==> config.mk <==
export PLATFORM = sky130hd
export DESIGN_NAME = nvram_image_check
export DESIGN_NICKNAME = d
export VERILOG_FILES = /design/src/rtl/nvram_chk_pkg.sv /design/src/rtl/nvram_hdr_sum.sv /design/src/rtl/nvram_adler_acc.sv /design/src/rtl/nvram_field_cap.sv /design/src/rtl/nvram_image_check.sv
export SDC_FILE = /design/constraint.sdc
export NUM_CORES = 1
export LEC_CHECK = 0
export ABC_AREA = 1
export BUFFER_PORTS_ARGS = -buffer_cell sky130_fd_sc_hd__clkbuf_2
export CORE_MARGIN = 3
export CORE_UTILIZATION = 55
export CTS_CLUSTER_SIZE = 24
export DETAILED_ROUTE_END_ITERATION = 7
export PLACE_DENSITY = 0.79
export SLEW_MARGIN = 20
export SYNTH_ARGS = -nofsm -noshare
export SYNTH_HDL_FRONTEND = slang
export SYNTH_SLANG_ARGS = --single-unit
==> constraint.sdc <==
create_clock -name clk_i -period 14.5 [get_ports clk_i]
set_clock_uncertainty 0.2 [all_clocks]
set_input_delay 2.175 -clock clk_i [delete_from_list [all_inputs] [get_ports clk_i]]
set_output_delay 2.175 -clock clk_i [all_outputs]
set_load 0.05 [all_outputs]
==> src/rtl/nvram_chk_pkg.sv <==
package nvram_chk_pkg;

  localparam int unsigned ADLER_MOD = 65521;
  localparam logic [7:0]  SIG_VAL   = 8'h5A;

  // header field offsets (the block's decode depends on these)
  localparam int OFF_SIG     = 0;
  localparam int OFF_HCK     = 1;
  localparam int OFF_HSUM_LO = 2;
  localparam int OFF_HSUM_HI = 15;
  localparam int OFF_ADL_LO  = 16;
  localparam int OFF_ADL_HI  = 19;
  localparam int OFF_GEN_LO  = 20;
  localparam int OFF_GEN_HI  = 23;
  localparam int HDR_SPAN    = 32;

  localparam int HSUM_TERMS  = OFF_HSUM_HI - OFF_HSUM_LO + 2;
  localparam int HSUM_MAX    = HSUM_TERMS * 255;

  function automatic logic [15:0] mod_add(input logic [15:0] a, input logic [15:0] b);
    logic [16:0] s;
    s = {1'b0, a} + {1'b0, b};
    if (s >= 17'(ADLER_MOD)) s = s - 17'(ADLER_MOD);
    return s[15:0];
  endfunction

  // two end-around folds bring any 16-bit value into 8 bits
  function automatic logic [7:0] fold8(input logic [15:0] s);
    logic [15:0] t;
    t = s;
    for (int k = 0; k < 2; k++) t = {8'h00, t[7:0]} + {8'h00, t[15:8]};
    return t[7:0];
  endfunction

  // checksum halves after the four generation bytes, from low=1 high=0
  function automatic logic [15:0] gen_low(input logic [31:0] g);
    return 16'd1 + 16'(g[31:24]) + 16'(g[23:16]) + 16'(g[15:8]) + 16'(g[7:0]);
  endfunction

  function automatic logic [15:0] gen_high(input logic [31:0] g);
    return 16'd4 + 16'd4 * 16'(g[31:24]) + 16'd3 * 16'(g[23:16])
         + 16'd2 * 16'(g[15:8]) + 16'(g[7:0]);
  endfunction

endpackage

==> src/rtl/nvram_hdr_sum.sv <==
module nvram_hdr_sum
  import nvram_chk_pkg::*;
#(
  parameter int ADDR_W = 13
) (
  input  logic              clk_i,
  input  logic              rst_ni,
  input  logic              clr_i,
  input  logic              beat_i,
  input  logic              seal_i,
  input  logic [ADDR_W-1:0] off_i,
  input  logic [7:0]        byte_i,
  output logic [7:0]        sum_o
);

  logic [15:0] acc_q;
  logic        at_sig, in_rng;
  logic [7:0]  term;

  assign at_sig = off_i == ADDR_W'(OFF_SIG);
  assign in_rng = (off_i >= ADDR_W'(OFF_HSUM_LO)) && (off_i <= ADDR_W'(OFF_HSUM_HI));
  assign term   = (at_sig && seal_i) ? SIG_VAL : byte_i;

  always_ff @(posedge clk_i or negedge rst_ni) begin
    if (!rst_ni)                          acc_q <= '0;
    else if (clr_i)                       acc_q <= '0;
    else if (beat_i && (at_sig || in_rng)) acc_q <= acc_q + {8'h00, term};
  end

  assign sum_o = fold8(acc_q);

  // ordered input never lets the raw sum exceed its term budget
  a_r3_acc_bound: assert property (@(posedge clk_i) disable iff (!rst_ni)
    acc_q <= 16'(HSUM_MAX));

endmodule

==> src/rtl/nvram_adler_acc.sv <==
module nvram_adler_acc
  import nvram_chk_pkg::*;
(
  input  logic        clk_i,
  input  logic        rst_ni,
  input  logic        clr_i,
  input  logic        add_i,
  input  logic        inject_i,
  input  logic [7:0]  byte_i,
  input  logic [31:0] gen_i,
  output logic [31:0] sum_o
);

  logic [15:0] low_q, high_q, low_n;

  assign low_n = mod_add(low_q, {8'h00, byte_i});

  always_ff @(posedge clk_i or negedge rst_ni) begin
    if (!rst_ni) begin
      low_q  <= 16'd1;
      high_q <= '0;
    end else if (clr_i) begin
      low_q  <= 16'd1;
      high_q <= '0;
    end else if (inject_i) begin
      // generation bytes folded in at once, in closed form
      low_q  <= gen_low(gen_i);
      high_q <= gen_high(gen_i);
    end else if (add_i) begin
      low_q  <= low_n;
      high_q <= mod_add(high_q, low_n);
    end
  end

  assign sum_o = {high_q, low_q};

  a_r10_low_reduced: assert property (@(posedge clk_i) disable iff (!rst_ni)
    low_q < 16'(ADLER_MOD));
  a_r10_high_reduced: assert property (@(posedge clk_i) disable iff (!rst_ni)
    high_q < 16'(ADLER_MOD));

endmodule

==> src/rtl/nvram_field_cap.sv <==
module nvram_field_cap
  import nvram_chk_pkg::*;
#(
  parameter int ADDR_W = 13
) (
  input  logic              clk_i,
  input  logic              rst_ni,
  input  logic              clr_i,
  input  logic              beat_i,
  input  logic [ADDR_W-1:0] off_i,
  input  logic [7:0]        byte_i,
  output logic [7:0]        sig_o,
  output logic [7:0]        hck_o,
  output logic [31:0]       adl_o,
  output logic [31:0]       gen_o
);

  logic in_adl, in_gen;

  assign in_adl = (off_i >= ADDR_W'(OFF_ADL_LO)) && (off_i <= ADDR_W'(OFF_ADL_HI));
  assign in_gen = (off_i >= ADDR_W'(OFF_GEN_LO)) && (off_i <= ADDR_W'(OFF_GEN_HI));

  always_ff @(posedge clk_i or negedge rst_ni) begin
    if (!rst_ni) begin
      sig_o <= '0;
      hck_o <= '0;
      adl_o <= '0;
      gen_o <= '0;
    end else if (clr_i) begin
      sig_o <= '0;
      hck_o <= '0;
      adl_o <= '0;
      gen_o <= '0;
    end else if (beat_i) begin
      if (off_i == ADDR_W'(OFF_SIG)) sig_o <= byte_i;
      if (off_i == ADDR_W'(OFF_HCK)) hck_o <= byte_i;
      if (in_adl) adl_o <= {adl_o[23:0], byte_i};  // big-endian shift-in
      if (in_gen) gen_o <= {gen_o[23:0], byte_i};
    end
  end

endmodule

==> src/rtl/nvram_image_check.sv <==
module nvram_image_check
  import nvram_chk_pkg::*;
#(
  parameter int BANK_BYTES = 8192,
  localparam int ADDR_W    = $clog2(BANK_BYTES),
  localparam int LAST_OFF  = BANK_BYTES - 1
) (
  input  logic              clk_i,
  input  logic              rst_ni,
  input  logic              start_i,
  input  logic              seal_i,
  input  logic              valid_i,
  input  logic [ADDR_W-1:0] offset_i,
  input  logic [7:0]        data_i,
  output logic              done_o,
  output logic              image_ok_o,
  output logic [31:0]       generation_o,
  output logic [31:0]       adler_o,
  output logic [7:0]        hdr_sum_o
);

  logic        beat, inject, add, seal_q, fin_q, chk_ok;
  logic [7:0]  sig_st, hck_st, hsum;
  logic [31:0] adl_st, gen_st, adl_sum, gen_stream, gen_inj, gen_res;

  assign beat   = valid_i && !start_i;
  assign inject = beat && (offset_i == ADDR_W'(OFF_GEN_HI));
  assign add    = beat && (offset_i > ADDR_W'(OFF_GEN_HI));

  assign gen_stream = {gen_st[23:0], data_i};
  assign gen_inj    = seal_q ? gen_stream + 32'd1 : gen_stream;

  nvram_field_cap #(.ADDR_W(ADDR_W)) u_fields (
    .clk_i (clk_i), .rst_ni(rst_ni), .clr_i(start_i), .beat_i(beat),
    .off_i (offset_i), .byte_i(data_i),
    .sig_o (sig_st), .hck_o(hck_st), .adl_o(adl_st), .gen_o(gen_st)
  );

  nvram_hdr_sum #(.ADDR_W(ADDR_W)) u_hsum (
    .clk_i (clk_i), .rst_ni(rst_ni), .clr_i(start_i), .beat_i(beat),
    .seal_i(seal_q), .off_i(offset_i), .byte_i(data_i), .sum_o(hsum)
  );

  nvram_adler_acc u_adler (
    .clk_i (clk_i), .rst_ni(rst_ni), .clr_i(start_i), .add_i(add),
    .inject_i(inject), .byte_i(data_i), .gen_i(gen_inj), .sum_o(adl_sum)
  );

  assign chk_ok  = !seal_q && (sig_st == SIG_VAL) && (hck_st == hsum) && (adl_st == adl_sum);
  assign gen_res = seal_q ? gen_st + 32'd1 : (chk_ok ? gen_st : '0);

  always_ff @(posedge clk_i or negedge rst_ni) begin
    if (!rst_ni) begin
      seal_q <= 1'b0;
      fin_q  <= 1'b0;
    end else begin
      if (start_i) seal_q <= seal_i;
      fin_q <= beat && (offset_i == ADDR_W'(LAST_OFF));
    end
  end

  always_ff @(posedge clk_i or negedge rst_ni) begin
    if (!rst_ni) begin
      done_o       <= 1'b0;
      image_ok_o   <= 1'b0;
      generation_o <= '0;
      adler_o      <= '0;
      hdr_sum_o    <= '0;
    end else if (start_i) begin
      done_o       <= 1'b0;
      image_ok_o   <= 1'b0;
      generation_o <= '0;
      adler_o      <= '0;
      hdr_sum_o    <= '0;
    end else if (fin_q) begin
      done_o       <= 1'b1;
      image_ok_o   <= chk_ok;
      generation_o <= gen_res;
      adler_o      <= adl_sum;
      hdr_sum_o    <= hsum;
    end else begin
      done_o       <= 1'b0;
    end
  end

  // done follows the final byte by two edges
  a_r6_done_after_last: assert property (@(posedge clk_i) disable iff (!rst_ni)
    done_o |-> $past(valid_i && !start_i && offset_i == ADDR_W'(LAST_OFF), 2));
  a_r8_start_clears: assert property (@(posedge clk_i) disable iff (!rst_ni)
    start_i |=> (!done_o && generation_o == '0));
  a_r7_seal_never_ok: assert property (@(posedge clk_i) disable iff (!rst_ni)
    (done_o && seal_q) |-> !image_ok_o);
  a_r5_invalid_gen_zero: assert property (@(posedge clk_i) disable iff (!rst_ni)
    (done_o && !seal_q && !image_ok_o) |-> generation_o == '0);
  a_r2_ok_needs_sig: assert property (@(posedge clk_i) disable iff (!rst_ni)
    (done_o && image_ok_o) |-> sig_st == SIG_VAL);

endmodule

# Yosys cells after proc, flatten, opt, wreduce, memory -nomap -nowiden

Cells that the tools add are included.

Magnitude comparators: 9
Muxes and demuxes: 36
Divide/modulo/power cells: 0
Shift operators: 0
Reductions and logical operators: 28
Equal/unequal tests: 6
Bitwise gates (word level): 0
Add/subtract/negate cells: 17
Multiply operators: 1

Operators with widths:

| kind                                                                                  | count |
|---|---|
| 32-bit 2-to-1 mux                                                                     | 13 |
| 16-bit 2-to-1 mux                                                                     | 10 |
| 16-bit by 8-bit adder with 16-bit output                                              | 5 |
| 8-bit 2-to-1 mux                                                                      | 9 |
| 32-bit by 1-bit adder with 32-bit output, second input constant                       | 2 |
| 17-bit by 16-bit greater-or-equal comparator with 1-bit output, second input constant | 2 |
| 32-bit == test                                                                        | 1 |
| 16-bit subtractor, second input constant                                              | 2 |
| 13-bit by 5-bit greater-or-equal comparator with 1-bit output, second input constant  | 2 |
| 13-bit by 5-bit <= comparator with 1-bit output, second input constant                | 2 |
| 16-bit by 16-bit adder with 17-bit output                                             | 1 |
| 16-bit by 8-bit adder with 17-bit output                                              | 1 |
| 16-bit by 10-bit adder with 16-bit output                                             | 1 |
| 16-bit by 9-bit adder with 16-bit output                                              | 1 |
| 2-bit nonzero test                                                                    | 7 |
| 13-bit by 1-bit == test with 1-bit output, second input constant                      | 1 |
| 13-bit == test, second input constant                                                 | 1 |
| 13-bit by 5-bit == test with 1-bit output, second input constant                      | 1 |
| 13-bit by 2-bit greater-or-equal comparator with 1-bit output, second input constant  | 1 |
| 13-bit by 5-bit greater-than comparator with 1-bit output, second input constant      | 1 |
| 13-bit by 4-bit <= comparator with 1-bit output, second input constant                | 1 |
| 13-bit logical NOT                                                                    | 1 |
| 1-bit logical AND                                                                     | 12 |
| 3-bit by 10-bit adder with 11-bit output, first input constant                        | 1 |
| 11 further kinds                                                                      | 18 |

RAM bits: 0
Bits in latches: 0
Register bits: 204
Input port bits: 26
Logic and storage cells: 111
Memories kept: 0
Memory bits (read-only): 0
Output and inout port bits: 74

# Logic depth before layout (Yosys ltp)

Depth after elaboration: 9
Depth in mapped cells: 38
Gate-level depth less buffers: 37

# Modules after synthesis

A second synthesis with hierarchy kept.

Cells, all modules: 2,652
Area, all modules: 17,528.1 µm²

Modules (own cells, without submodules):

| module            | instances | cells an instance | area an instance (µm²) | seq. area each (µm²) |
|---|---|---|---|---|
| nvram_adler_acc   | 1         | 970               | 6,133.4                | 802.0 |
| nvram_image_check | 1         | 975               | 5,939.4                | 1,901.8 |
| nvram_field_cap   | 1         | 395               | 3,475.8                | 2,001.9 |
| nvram_hdr_sum     | 1         | 312               | 1,979.4                | 400.4 |

# Worst setup path before layout

OpenSTA, ideal clock, no wires.

Path kind: input to register
Start point: in data_i[5]
End point: reg u_adler.high_q[10]
Library setup time: 0.117 ns
Cell stages on the path: 26
Buffers on the path: 0
Data arrival time: 6.677 ns
Slack: 7.506 ns
Data required time: 14.183 ns
Cells stage by stage: inv_1 nor3_1 nand2_1 nor2_1 nand2_1 xor2_1 inv_1 nor3_1 xor2_1 inv_1 fa_1 inv_1 fa_1 fa_1 ha_1 a21oi_1 nand2_1 a21oi_1 o21ai_0 a21oi_1 o21bai_1 or2_2 nand2_1 a21oi_1 nand2_1 nand2_1

Longest elaborated chain between the ends: 9
Elaborated cells between the ends (all ways): 18
Classes of those cells: add/sub: 9; mul: 1; order compare: 2; mux: 6

Ends and longest elaborated chain:

| element                                                                                          | line                    | RTL |
|---|---|---|
| start: declaration                                                                               | nvram_image_check.sv:14 | `input logic [7:0] data_i,` |
| parallel branches: the longest is 7 deep, another holds 32-bit by 1-bit adder with 32-bit output | n/a                     |  |
| 16-bit 2-to-1 mux *                                                                              | nvram_adler_acc.sv:25   | `end else if (inject_i) begin` |
| 16-bit 2-to-1 mux *                                                                              | nvram_adler_acc.sv:22   | `end else if (clr_i) begin` |
| end signal: assignment                                                                           | nvram_adler_acc.sv:28   | `high_q <= gen_high(gen_i);` |
| end signal: assignment                                                                           | nvram_adler_acc.sv:31   | `high_q <= mod_add(high_q, low_n);` |
| end: declaration                                                                                 | nvram_adler_acc.sv:14   | `logic [15:0] low_q, high_q, low_n;` |

Every way passes the cells marked *. The select of a mux whose other input is x is not followed.
A chain may end at the register's enable or synchronous reset.

# Worst setup path in the final report

Start point: in data_i[0]
End point: reg u_adler.high_q[5]

The elaborated chain is that of the path after synthesis.

==> impl_metrics.json <==
{
  "crit_required_ns": 14.70,
  "finalCriticalPeriod_ns": 7.64,
  "p_per_area_nw_per_um2": 116,
  "syn_to_final_growth_pct": 10.0,
  "yosysSeqAreaShare_pct": 33.1,
  "vias_per_cell": 5.56,
  "mostFrequentLayoutCell": "nand2_1",
  "status": "finished clean",
  "maxSlewHeadroom_pct": 26.0,
  "fmax_mhz": 131,
  "r2r_end": "u_adler.high_q[10]$_DFFE_PN0P_",
  "ys_types": 48,
  "cts_setup_buffers": 0,
  "first_pass_iters": 8,
  "worst_pin_slew_ns": 1.11,
  "path_class": "in -> reg",
  "grt_overflow": 0,
  "finalSetupViolations": 0,
  "first_global_vias": 14321,
  "track_usage_pct": 29.6,
  "power_w": 0.00197,
  "worst_skew_pair.late_latency_ns": 0.52,
  "setup-tns-final_ns": 0,
  "p_leak_nw": 9.09,
  "num_rows": 60,
  "wirelength_um": 44800,
  "cp_data_arrival_time_ns": 7.84,
  "hold_viol": 0,
  "syn-cell-area_um2": 15400,
  "port_buffers": 99,
  "synth_edf_count": 0,
  "crit_fanout": 29,
  "clk_pin_slew_ns": 0.06,
  "ant_nets": 0,
  "cts_root_buf": "clkbuf_16",
  "rr_startpoint": "u_fields.gen_o[0]$_DFFE_PN0P_",
  "cts-buffers-inserted": 23,
  "post-route-period-util_pct": 52.7,
  "crit_start": "data_i[0]",
  "final_max_slew_viol_count": 0,
  "synth_fa_ha_area_share_pct": 11.5,
  "critical_path.top_delay_family": "simple AND/OR/NAND/NOR gates",
  "grt_pass1_wl_um": 73500,
  "reg2reg_slack_ns": 7.80,
  "antenna_found_initial": 0,
  "die_area_um2": 30100,
  "grt_max_degree": 74,
  "io_pins": 100,
  "synth_ff_type": "dfrtp_1",
  "end_kind": "flop",
  "diodes": 0,
  "synth_compound_area_share_pct": 9.70,
  "synth_xor_area_share_pct": 4.48,
  "worst-r2r-cell-count": 29,
  "cts.sinks": 204,
  "slowest_stage": "nand3_2",
  "cts_tree": "done",
  "worst-path-stages": 35,
  "nets": 2422,
  "gp_congestion": 1.02,
  "hold_class": "reg -> reg",
  "yosys.area.top_type": "dfrtp_1",
  "synth-simple-area-share_pct": 31.8,
  "cts_hold_buf": 0,
  "htree_levels": 1,
  "syn_avg_cell_area_um2": 7.01,
  "initial_core_util_pct": 56.6,
  "wl_per_cell_um": 16.8,
  "layout_common_cells": "nand2_1 (752), inv_1 (316), dfrtp_1 (203)",
  "first_iter_violations": 1268,
  "synth-seq-cells": 204,
  "yosysWarnings": 0,
  "syn_inst": 2202,
  "chipHeight_um": 173,
  "cts_buffer_depth": 3,
  "ys_async_sr_fraction_pct": 100,
  "synth_top_family_by_area": "simple AND/OR/NAND/NOR gates",
  "peakVddDrop_mv": 0.0788,
  "crit_end": "u_adler.high_q[5]$_DFFE_PN0P_",
  "critPathMostFrequentCell": "nand2_1",
  "hold-path-cell-count": 2,
  "path_buf_inv": 4,
  "dp_hpwl_um": 34400,
  "hp-start": "generation_o[31]$_DFFE_PN0P_",
  "route.detailed.drc": 0,
  "cpPeakStageDelay_ns": 0.46,
  "syn_nets": 2345,
  "synth.area.mux_share_pct": 0,
  "start_kind": "input port",
  "core_um2": 27300,
  "die_x_um": 173,
  "vias": 14810,
  "drive_above_1_share_pct": 8.20,
  "rsz0062_at_grt": "no",
  "post_cts_resized": 0,
  "drv_cap": 0,
  "yosys-top-cells-area": "dfrtp_1 (33%), nand2_1 (18%), inv_1 (7.7%)",
  "synth_top_area_share_pct": 32.9
}
## area by class of cell
cell class | count | area [µm²]
sequential | 204 | 5110
inverter | 322 | 1210
clock inverter | 7 | 97.6
timing repair buffer | 104 | 542
multi-input combinational | 1624 | 8890
tap | 372 | 465
clock buffer | 32 | 659
fill | 2499 | 10300
## worst register-to-register path, delay by kind of cell (launching register included)
| kind | cells | cell delay, ns |
|---|---|---|
| flip-flops | 1 | 0.47 |
| adder cells (fa/ha/maj) | 5 | 2.03 |
| AND/OR/NAND/NOR | 12 | 1.95 |
| AO/OA/AOI/OAI | 6 | 0.74 |
| XOR/XNOR | 2 | 0.72 |
| buffers and inverters | 4 | 0.46 |
## cell families (layout without fill, tap and decap cells)
logic type | count (synthesis) | in the layout
simple gates | 1166 | 1166
buf+inv | 374 | 465
compound gates | 263 | 263
flops | 204 | 204
fa+ha+maj | 117 | 117
xor+xnor | 78 | 78
## state kept, by name, summed over array words and instances, names as in the netlist
signal and flops:
adler_o 32, done_o 1, fin_q 1, generation_o 32, hdr_sum_o 8, image_ok_o 1, seal_q 1, u_adler.high_q 16
u_adler.low_q 16, u_fields.adl_o 32, u_fields.gen_o 32, u_fields.hck_o 8, u_fields.sig_o 8, u_hsum.acc_q 16
## cells in the mapped netlist (42+ instances only)
library cell,n
nand2_1,752
o21ai_0,108
nand3_1,113
nor2_1,155
inv_1,316
fa_1,42
a21oi_1,67
ha_1,75
dfrtp_1,203
nand4_1,50
xor2_1,62
o22ai_1,45
## power by group
group,switching [W],leakage (nW),internal [W]
Combinational,0.000496,5.93,0.000238
Sequential,0.0000503,2.80,0.000597
Clock,0.000241,0.365,0.000352
Total,0.000787,9.09,0.00119
## stage by stage
step / util, % / hold WS (ns) / area [µm²] / instances / worst slack, ns
global placement: 59.5 / 0.263 / 16200 / 2626 / 6.76
CTS: 62.3 / 0.281 / 17000 / 2665 / 7.04
finish: 62.3 / 0.275 / 17000 / 2665 / 6.86
floorplan: - / 0.253 / 15400 / 2202 / 7.51
detailed placement: 59.5 / 0.264 / 16200 / 2626 / 6.57
global route: 62.3 / 0.302 / 17000 / 2665 / 6.35
## how the worst min path moves through the flow
stage,to,slack [ns]
2_1_floorplan,u_fields.adl_o[1]$_DFFE_PN0P_,0.25
3_3_place_gp,generation_o[15]$_DFFE_PN0P_,0.26
3_5_place_dp,generation_o[18]$_DFFE_PN0P_,0.26
4_1_cts,generation_o[31]$_DFFE_PN0P_,0.28
5_1_grt,generation_o[29]$_DFFE_PN0P_,0.30
6_report,generation_o[31]$_DFFE_PN0P_,0.27
## metal layers
metal | routed length, µm | track usage, % | up-vias
met4 | 2260 | 13.3 | 0
met3 | 3010 | 3.31 | 131
li1 | - | - | 7166
met1 | 18700 | 39.0 | 6912
met2 | 20800 | 49.4 | 601
met5 | 0 | 0 | -
Note: power is estimated with default switching activity, not from simulation.
